--- config.mk ---
export PLATFORM = sky130hd
export DESIGN_NAME = irq_status_reg
export DESIGN_NICKNAME = d
export VERILOG_FILES = /design/src/rtl/irq_status_pkg.sv /design/src/rtl/irq_cmd_decode.sv /design/src/rtl/irq_src_bit.sv /design/src/rtl/irq_pin_drive.sv /design/src/rtl/irq_status_reg.sv
export SDC_FILE = /design/constraint.sdc
export NUM_CORES = 1
export LEC_CHECK = 0
export BUFFER_PORTS_ARGS = -buffer_cell sky130_fd_sc_hd__buf_2
export CAP_MARGIN = 20
export CORE_ASPECT_RATIO = 1.25
export CORE_MARGIN = 3
export CORE_UTILIZATION = 30
export CTS_BUF_LIST = sky130_fd_sc_hd__clkbuf_4 sky130_fd_sc_hd__clkbuf_8
export CTS_CLUSTER_DIAMETER = 100
export CTS_CLUSTER_SIZE = 28
export DETAILED_ROUTE_END_ITERATION = 7
export GPL_ROUTABILITY_DRIVEN = 0
export HOLD_SLACK_MARGIN = 0.08
export PLACE_DENSITY = 0.85
export SYNTH_ARGS = -nofsm -noshare
export SYNTH_HDL_FRONTEND = slang
export SYNTH_SLANG_ARGS = --single-unit
--- constraint.sdc ---
create_clock -name clk -period 1 [get_ports clk]
set_clock_uncertainty 0.2 [all_clocks]
set_input_delay 0.05 -clock clk [delete_from_list [all_inputs] [get_ports clk]]
set_output_delay 0.05 -clock clk [all_outputs]
set_load 0.01 [all_outputs]
--- src/rtl/irq_status_pkg.sv ---
package irq_status_pkg;

    parameter int unsigned REG_W  = 16;
    parameter int unsigned OP_W   = 16;
    parameter int unsigned NSRC   = 4;

    // bit positions in the read word
    parameter int unsigned POS_INT  = 15;
    parameter int unsigned POS_SRC0 = 4;   // RSTI at 4, EI 5, WI 6, RI 7

    // source indices
    parameter int unsigned SRC_RST  = 0;
    parameter int unsigned SRC_ERS  = 1;
    parameter int unsigned SRC_WR   = 2;
    parameter int unsigned SRC_RD   = 3;

    typedef struct packed {
        logic            int_b;
        logic [NSRC-1:0] src;
    } irq_state_t;

    parameter irq_state_t COLD_DEF = '{int_b: 1'b1, src: 4'b1000};
    parameter irq_state_t WARM_DEF = '{int_b: 1'b1, src: 4'b0001};

endpackage

--- src/rtl/irq_cmd_decode.sv ---
module irq_cmd_decode
    import irq_status_pkg::*;
(
    input  logic            vld_i,
    input  logic [OP_W-1:0] op_i,
    output logic            load_hit_o,
    output logic            master_hit_o
);

    logic load_class;
    logic master_class;

    always_comb begin
        load_class   = 1'b0;
        master_class = 1'b0;
        case (op_i)
            OP_W'(16'h0000), OP_W'(16'h000A), OP_W'(16'h000C),
            OP_W'(16'h000E), OP_W'(16'h0013): load_class = 1'b1;
            OP_W'(16'h0023), OP_W'(16'h0027), OP_W'(16'h002A),
            OP_W'(16'h002C), OP_W'(16'h0065), OP_W'(16'h0071): master_class = 1'b1;
            default: ;
        endcase
    end

    assign load_hit_o   = vld_i & load_class;
    assign master_hit_o = vld_i & master_class;

endmodule

--- src/rtl/irq_src_bit.sv ---
module irq_src_bit (
    input  logic q_i,
    input  logic set_i,
    input  logic clr_i,
    output logic d_o
);

    // a set in the same cycle as a clear keeps the bit high
    always_comb begin
        if (set_i)      d_o = 1'b1;
        else if (clr_i) d_o = 1'b0;
        else            d_o = q_i;
    end

endmodule

--- src/rtl/irq_pin_drive.sv ---
module irq_pin_drive (
    input  logic int_i,
    input  logic pol_i,
    output logic pin_o
);

    // asserted level equals pol_i, idle level is its inverse
    assign pin_o = int_i ? pol_i : ~pol_i;

endmodule

--- src/rtl/irq_status_reg.sv ---
module irq_status_reg
    import irq_status_pkg::*;
(
    input  logic             clk,
    input  logic             rst_n,
    input  logic [NSRC-1:0]  src_evt_i,
    input  logic             cmd_done_vld_i,
    input  logic [OP_W-1:0]  cmd_done_op_i,
    input  logic             reg_wr_en_i,
    input  logic [REG_W-1:0] reg_wr_data_i,
    input  logic             cmd_wr_i,
    input  logic             auto_mode_i,
    input  logic             pol_i,
    input  logic             cold_rst_i,
    input  logic             warm_rst_i,
    output logic [REG_W-1:0] rd_data_o,
    output logic             int_pin_o
);

    irq_state_t st_d, st_q;

    logic            load_hit;
    logic            master_hit;
    logic            auto_clr;
    logic [NSRC-1:0] src_set;
    logic [NSRC-1:0] src_clr;
    logic [NSRC-1:0] src_nxt;
    logic            int_set;
    logic            int_clr;
    logic            int_nxt;

    irq_cmd_decode u_dec (
        .vld_i       (cmd_done_vld_i),
        .op_i        (cmd_done_op_i),
        .load_hit_o  (load_hit),
        .master_hit_o(master_hit)
    );

    assign auto_clr = cmd_wr_i & auto_mode_i;

    for (genvar i = 0; i < NSRC; i++) begin : g_src
        if (i == SRC_RD) begin : g_rd
            assign src_set[i] = src_evt_i[i] | load_hit;
        end else begin : g_oth
            assign src_set[i] = src_evt_i[i];
        end
        assign src_clr[i] = auto_clr | (reg_wr_en_i & ~reg_wr_data_i[POS_SRC0 + i]);

        irq_src_bit u_bit (
            .q_i  (st_q.src[i]),
            .set_i(src_set[i]),
            .clr_i(src_clr[i]),
            .d_o  (src_nxt[i])
        );
    end

    assign int_set = (|src_set) | master_hit;
    assign int_clr = auto_clr | (reg_wr_en_i & ~reg_wr_data_i[POS_INT]);

    irq_src_bit u_int_bit (
        .q_i  (st_q.int_b),
        .set_i(int_set),
        .clr_i(int_clr),
        .d_o  (int_nxt)
    );

    always_comb begin
        st_d = st_q;
        if (cold_rst_i) begin
            st_d = COLD_DEF;
        end else if (warm_rst_i) begin
            st_d = WARM_DEF;
        end else begin
            st_d.int_b = int_nxt;
            st_d.src   = src_nxt;
        end
    end

    always_ff @(posedge clk or negedge rst_n) begin
        if (!rst_n) st_q <= COLD_DEF;
        else        st_q <= st_d;
    end

    always_comb begin
        rd_data_o = '0;
        rd_data_o[POS_INT] = st_q.int_b;
        rd_data_o[POS_SRC0 +: NSRC] = st_q.src;
    end

    irq_pin_drive u_pin (
        .int_i(st_q.int_b),
        .pol_i(pol_i),
        .pin_o(int_pin_o)
    );

endmodule

# Yosys cells after proc, flatten, opt, wreduce, memory -nomap -nowiden
# Index checks and enable logic that the tools add are counted.
dict set report op_classes {
  n_eq_ne 10
  n_mux 15
  bitwise_logic 21
  reduce_logical 9
}
# op n
set op_table {}
lappend op_table {{$eq A16 B6 Y1 const B} 4}
lappend op_table {{$eq A16 B4 Y1 const B} 3}
lappend op_table {{$eq A16 B7 Y1 const B} 2}
lappend op_table {{$reduce_bool A4 Y1} 5}
lappend op_table {{$eq A16 B5 Y1 const B} 1}
lappend op_table {{$logic_not A16 Y1} 1}
lappend op_table {{$mux W1} 13}
lappend op_table {{$mux W5} 2}
lappend op_table {{$and A1 B1 Y1} 8}
lappend op_table {{$or A1 B1 Y1} 7}
lappend op_table {{$not A1 Y1} 6}
lappend op_table {{$reduce_or A6 Y1} 1}
lappend op_table {{$reduce_or A5 Y1} 1}
lappend op_table {{$reduce_or A4 Y1} 1}
dict set report word_totals {
  reg_bits 5
  inputBits 45
  out_inout_bits 17
  wordCells 60
}

# Longest topological paths before layout
# Gate-level depths: netlist of run 1.
dict set report logic_depth {
  word_depth 10
  depth_mapped 4
}

# By module
# Synthesis of run 1 repeated with hierarchy kept, for this count alone.
dict set report unflattened {
  cells_unflattened 66
  area_unflattened_um2 530.5
}
# module n_inst cells_each area_each_um2 seq_area_each_um2
set modules_own_cells {}
lappend modules_own_cells {irq_status_reg 1 34 306.5 127.6}
lappend modules_own_cells {irq_cmd_decode 1 21 158.9 0.0}
lappend modules_own_cells {irq_src_bit 5 2 11.3 0.0}
lappend modules_own_cells {irq_pin_drive 1 1 8.8 0.0}

# Worst setup path before layout of run 1
# Ideal clock, no wire load.
dict set report synth_path {
  kind {in2reg}
  startpoint {input cmd_done_op_i[15]}
  endpoint {register st_q, in the netlist rd_data_o[7]}
  setup_ns 0.073
  arrival_time_ns 1.063
  required_time_ns 0.727
  setup_slack_ns -0.336
  path_stages 4
  n_path_buf 0
  cell_sequence {or4b_4 -> nor4_4 -> nand4_1 -> a21oi_1}
}
dict set report synth_between {
  elab_chain_len 8
}
# element line_no
set synth_lines {}
lappend synth_lines {{start, declared} irq_status_reg.sv:8} ;# input logic [OP_W-1:0] cmd_done_op_i,
lappend synth_lines {{$eq A16 B4 Y1 (tied with other cells)} irq_cmd_decode.sv:16} ;# case (op_i)
lappend synth_lines {{$reduce_or A5 Y1 (*)} irq_cmd_decode.sv:16}
lappend synth_lines {{$mux W1 (*)} irq_cmd_decode.sv:16}
lappend synth_lines {{$and A1 B1 Y1 (*)} irq_cmd_decode.sv:25} ;# assign load_hit_o = vld_i & load_class;
lappend synth_lines {{$or A1 B1 Y1 (*)} irq_status_reg.sv:43} ;# assign src_set[i] = src_evt_i[i] | load_hit;
lappend synth_lines {{$mux W1} irq_src_bit.sv:10} ;# if (set_i) d_o = 1'b1;
lappend synth_lines {{$mux W5} irq_status_reg.sv:71} ;# end else if (warm_rst_i) begin
lappend synth_lines {{$mux W5} irq_status_reg.sv:69} ;# if (cold_rst_i) begin
lappend synth_lines {{end signal, assigned} irq_status_reg.sv:81} ;# else st_q <= st_d;
lappend synth_lines {{end, declared} irq_status_reg.sv:20} ;# irq_state_t st_d, st_q;
# Mark *: on every way between the ends. The rest lies on a longest branch, timed or not.
# A chain may end at the register's enable or synchronous reset.

# Worst setup path after layout of run 1
dict set report layout_path {
  startpoint {register st_q, in the netlist rd_data_o[15]}
  endpoint {output int_pin_o}
}
dict set report layout_between {
  elab_chain_len 1
}
# element line_no
set layout_lines {}
lappend layout_lines {{$mux W1} irq_pin_drive.sv:8} ;# assign pin_o = int_i ? pol_i : ~pol_i;
lappend layout_lines {{end, declared} irq_status_reg.sv:17} ;# output logic int_pin_o
# No other way between the ends.

==> results of run 1 <==
worst max-delay path, delay by kind of cell, from the launching register on:
family / cells / cell delay, ns
XOR/XNOR: 1 / 0.11
buffers and inverters: 1 / 0.15
flip-flops: 1 / 0.54
worst max-delay path by stage:
stage | start | end | slack, ns | cells after the start
floorplan | cmd_done_op_i[15] | rd_data_o[7]$_DFFE_PN1P_ | -0.33 | 4
global placement | cmd_done_op_i[15] | rd_data_o[7]$_DFFE_PN1P_ | -0.47 | 5
detailed placement | cmd_done_op_i[15] | rd_data_o[7]$_DFFE_PN1P_ | -0.51 | 5
CTS | rd_data_o[15]$_DFFE_PN1P_ | int_pin_o | -0.29 | 2
global route | cmd_done_op_i[15] | rd_data_o[7]$_DFFE_PN1P_ | -0.35 | 5
finish | rd_data_o[15]$_DFFE_PN1P_ | int_pin_o | -0.29 | 2
per-stage QoR:
stage	area, um^2	total power, uW	setup WS (ns)	instances	util
global placement	680.7	408.7	-0.4672	116	0.4250
floorplan	560.5	344.2	-0.3296	72	-
CTS	767.0	691.9	-0.2872	124	0.4789
detailed placement	680.7	413.9	-0.5110	116	0.4250
finish	772.0	687.5	-0.2863	124	0.4820
global route	772.0	721.8	-0.3458	124	0.4820
power by group:
part	switching [uW]	leakage, uW	total, uW	internal [uW]
Combinational	103	0.000310	209	106
Sequential	5.74	0.0000600	222	216
Clock	79.3	0.0000184	257	178
Total	188	0.000389	688	500
cell usage after synthesis (2+ instances only):
cell | instances | area (um^2)
a2111oi_0 | 2 | 17.52
a311oi_1 | 2 | 17.52
a31oi_1 | 3 | 18.77
buf_4 | 16 | 120.1
dfrtp_1 | 3 | 75.07
dfstp_2 | 2 | 52.55
nand2_1 | 3 | 11.26
nand2b_1 | 6 | 37.54
nor2_1 | 5 | 18.77
nor3_1 | 3 | 15.01
layer usage:
layer | global-route usage | up-vias
met5 | 0 | -
met4 | 0.06030 | 0
met3 | 0.03093 | 2
met2 | 0.2266 | 31
met1 | 0.1152 | 272
li1 | - | 288
cell families (layout without fill, tap and decap cells):
family | count (synthesis) | in the layout | share of synthesized area
AO/OA/AOI/OAI | 14 | 14 | 0.2034
XOR/XNOR | 1 | 1 | 0.01675
buffers and inverters | 17 | 51 | 0.2368
flip-flops | 5 | 5 | 0.2440
other | 1 | 11 | 0.007170
AND/OR/NAND/NOR | 24 | 24 | 0.2919
cell type report:
cell class,instances,share of cell area
Multi-Input combinational cell,50,0.4052
Timing Repair Buffer,46,0.3566
Sequential cell,5,0.1653
Clock buffer,4,0.03890
Tap cell,18,0.02917
Inverter,1,0.004862
timing repair:
action | 4_1_cts | 5_1_grt
gates resized for setup | 3 | 2
buffers inserted | 1 | 1
hold endpoints to repair | 10 | 8
setup endpoints to repair | 5 | 10
pin swaps | 2 | 1
==> results.json, run 1 <==
{
  "final_common_cell": "buf_2",
  "syn_area_per_cell_um2": 8.436,
  "cap_viol_max_count": 0,
  "layout.nets": 152,
  "ys_types": 27,
  "die_h_um": 52.68,
  "grt_pass1_wl_um": 2007,
  "r2r-start": "rd_data_o[15]$_DFFE_PN1P_",
  "cts_root_buf": "clkbuf_4",
  "holdBufCountCts": 3,
  "rsz0062_at_grt": "true",
  "largest_reg_flops": 5,
  "critical_path_peak_fanout": 2,
  "failed_checks": "hold timing, setup timing",
  "netlist_area_um2": 523.0,
  "ys.flop_type": "dfrtp_1",
  "crit_path_end_kind": "primary output",
  "synth_seq_area_share": 0.2440,
  "clk_pin_slew_ns": 0.05,
  "min_period_ns": 1.286,
  "async_flop_share": 1.000,
  "cts_inserted_buffers": 3,
  "timing.hold.ws_ns": -0.1535,
  "critPathLaunchType": "flip-flop",
  "multi_input_area_um2": 312.8,
  "wl_met2_um": 841,
  "crit_required_ns": 0.75,
  "synth_edf_count": 0,
  "routed_wl_um": 1479,
  "vdd_ir_drop_max_mv": 0.3103,
  "worst_path_largest_cell_delay_ns": 0.54,
  "grt_usage": 0.1193,
  "p_per_area_nw_per_um2": 890.6,
  "report.final.slew_viol_count": 0,
  "grt.overflow.total": 0,
  "numPortBuffers": 39,
  "ys_warn_count": 0,
  "highest-signal-layer": "met4",
  "fin_ws_ns": -0.2863,
  "r2r_setup_slack_ns": -0.09,
  "ios": 62,
  "start_util": 0.3266,
  "cts_max_level": 1,
  "fill_cells": 165,
  "cts_tree": "yes",
  "worstRegToRegCells": 3,
  "dieArea_um2": 2283,
  "critPathArrivalTime_ns": 1.04,
  "hold_violations": 8,
  "critPathKind": "reg2out",
  "grt_max_degree": 7,
  "hp-class": "in2reg",
  "worstPathCellList": "xnor2_1 > buf_2",
  "dpl.hpwl_um": 1181,
  "min_to": "rd_data_o[6]$_DFFE_PN0P_",
  "finalCritPeriodShare": 1.286,
  "worstSkewPairLatency_ns": 0.23,
  "hp-start": "warm_rst_i",
  "clock_path_buffers": 2,
  "core-area_um2": 1602,
  "post-route-drc-count": 0,
  "drt_iter0_markers": 6,
  "ys_seq_elements": 5,
  "wl_per_cell_um": 11.93,
  "final_cell_mix": "36 x buf_2, 11 x conb_1, 6 x nand2b_1",
  "vias": 593,
  "max_freq_mhz": 777.4,
  "hold_path_depth": 2,
  "syn_to_final_growth_pct": 47.61,
  "grt_pass1_vias": 519,
  "wl_met3_um": 154,
  "p_leak_uw": 0.0003888,
  "vias_per_cell": 4.782,
  "synth_cells": 62,
  "cts_sinks": 5,
  "status": "complete, but fails checks",
  "cpMaxStageDelayCell": "dfstp_2",
  "regArea_um2": 127.6,
  "std_cell_rows": 16,
  "wl_met1_um": 478,
  "antenna_found_initial": 0,
  "drive_gt1_frac": 0.5000,
  "postRouteAntennaNets": 0,
  "setup_violations": 5,
  "final.setup.tns_ns": -1.185,
  "drt-pass1-iter-count": 4,
  "antennaDiodeCount": 0,
  "die_w_um": 43.35,
  "r2r-end": "rd_data_o[15]$_DFFE_PN1P_"
}
Note: power is estimated with default switching activity, not from simulation.
==> run 2: changes to the inputs <==
==> constraint.sdc (replaced) <==
create_clock -name clk -period 1 [get_ports clk]
set_clock_uncertainty 0.2 [all_clocks]
set_input_delay 0.2 -clock clk [delete_from_list [all_inputs] [get_ports clk]]
set_output_delay 0.2 -clock clk [all_outputs]
set_load 0.01 [all_outputs]
==> results.json, run 2 (same netlist as run 1, synthesis figures left out) <==
{
  "status": "complete, but fails checks",
  "failed_checks": "hold timing, setup timing",
  "dieArea_um2": 2283,
  "layout.nets": 154,
  "wl_met3_um": 160,
  "hp-class": "in2reg",
  "ios": 62,
  "grt_max_degree": 7,
  "largest_reg_flops": 5,
  "clk_pin_slew_ns": 0.05,
  "dpl.hpwl_um": 1263,
  "finalCritPeriodShare": 1.456,
  "max_freq_mhz": 687.0,
  "critPathLaunchType": "flip-flop",
  "cts_tree": "yes",
  "start_util": 0.3266,
  "final_common_cell": "buf_2",
  "critPathArrivalTime_ns": 1.06,
  "clock_path_buffers": 2,
  "timing.hold.ws_ns": -0.01870,
  "cts_root_buf": "clkbuf_4",
  "critical_path_peak_fanout": 3,
  "fill_cells": 161,
  "routed_wl_um": 1506,
  "syn_to_final_growth_pct": 56.70,
  "setup_violations": 8,
  "final.setup.tns_ns": -2.404,
  "fin_ws_ns": -0.4556,
  "drt_iter0_markers": 5,
  "wl_met1_um": 463,
  "antennaDiodeCount": 0,
  "core-area_um2": 1602,
  "drive_gt1_frac": 0.5463,
  "die_h_um": 52.68,
  "power_uw": 686.2,
  "grt_pass1_vias": 596,
  "crit_path_end_kind": "primary output",
  "post-route-drc-count": 0,
  "p_per_area_nw_per_um2": 837.3,
  "antenna_found_initial": 0,
  "hold_violations": 1,
  "wl_per_cell_um": 11.95,
  "holdBufCountCts": 1,
  "wl_met2_um": 857,
  "cap_viol_max_count": 0,
  "critPathKind": "reg2out",
  "highest-signal-layer": "met4",
  "drt-pass1-iter-count": 4,
  "vias_per_cell": 4.825,
  "grt.overflow.total": 0,
  "rsz0062_at_grt": "true",
  "p_leak_uw": 0.0004104,
  "std_cell_rows": 16,
  "report.final.slew_viol_count": 0,
  "cts_sinks": 5,
  "postRouteAntennaNets": 0,
  "cts_inserted_buffers": 3,
  "regArea_um2": 127.6,
  "multi_input_area_um2": 340.3,
  "grt_usage": 0.1327,
  "crit_required_ns": 0.60,
  "die_w_um": 43.35,
  "cts_max_level": 1,
  "worstSkewPairLatency_ns": 0.24,
  "numPortBuffers": 39,
  "min_period_ns": 1.456,
  "vdd_ir_drop_max_mv": 0.3138,
  "grt_pass1_wl_um": 2249,
  "final_cell_mix": "35 x buf_2, 11 x conb_1, 6 x nand2b_1, 6 x buf_6, 6 x buf_4",
  "vias": 608
}
[run 2: layer usage]
layer | track usage | vias up
li1 | - | 292
met1 | 0.1193 | 276
met2 | 0.2488 | 36
met3 | 0.02405 | 4
met4 | 0.1106 | 0
met5 | 0 | -
[run 2: what timing repair did]
action / in CTS / in global routing
resized for setup: 7 / 3
setup buffers: 2 / 0
endpoints found under the hold margin: 10 / 4
pin swaps: 1 / 1
setup endpoints to repair: 8 / 9
[run 2: worst paths after layout]
path | start | to | slack [ns] | cells past startpoint
min in group asynchronous | rst_n | rd_data_o[4]$_DFFE_PN0P_ | 0.13 | 2
worst max register to register | rd_data_o[7]$_DFFE_PN1P_ | rd_data_o[7]$_DFFE_PN1P_ | -0.07 | 2
max in group asynchronous | rst_n | rd_data_o[7]$_DFFE_PN1P_ | 0.26 | 2
worst min register to register | rd_data_o[4]$_DFFE_PN0P_ | rd_data_o[4]$_DFFE_PN0P_ | 0.34 | 2
worst min-delay path | src_evt_i[3] | rd_data_o[15]$_DFFE_PN1P_ | -0.02 | 2
worst max-delay path | rd_data_o[15]$_DFFE_PN1P_ | int_pin_o | -0.46 | 2
[run 2: area by class of cell]
class,instances,area share
Multi-Input combinational cell,50,0.4153
Sequential cell,5,0.1557
Clock inverter,1,0.006107
Tap cell,18,0.02748
Timing Repair Buffer,48,0.3634
Inverter,1,0.004580
Clock buffer,3,0.02748
[run 2: through the flow]
step	area (um^2)	hold WS (ns)	std cells	setup slack, ns	utilization
2_1_floorplan	575.6	-0.2956	72	-0.4796	-
3_3_place_gp	710.7	-0.1857	119	-0.6146	0.4438
3_5_place_dp	710.7	-0.1797	119	-0.6899	0.4438
4_1_cts	805.8	-0.02617	126	-0.4473	0.5031
5_1_grt	819.5	-0.02300	126	-0.5082	0.5117
6_report	819.5	-0.01870	126	-0.4556	0.5117
[run 2: report_power, final]
| part | internal (uW) | total, uW | leakage (uW) | switching (uW) |
|---|---|---|---|---|
| Sequential | 216 | 223 | 0.0000600 | 6.51 |
| Clock | 145 | 231 | 0.0000177 | 86.2 |
| Combinational | 121 | 233 | 0.000333 | 112 |
| Total | 481 | 686 | 0.000410 | 205 |
[run 2: critical path, stage by stage (launching register included)]
cell     delay [ns]
dfstp_2        0.57
xnor2_2        0.11
buf_2          0.14
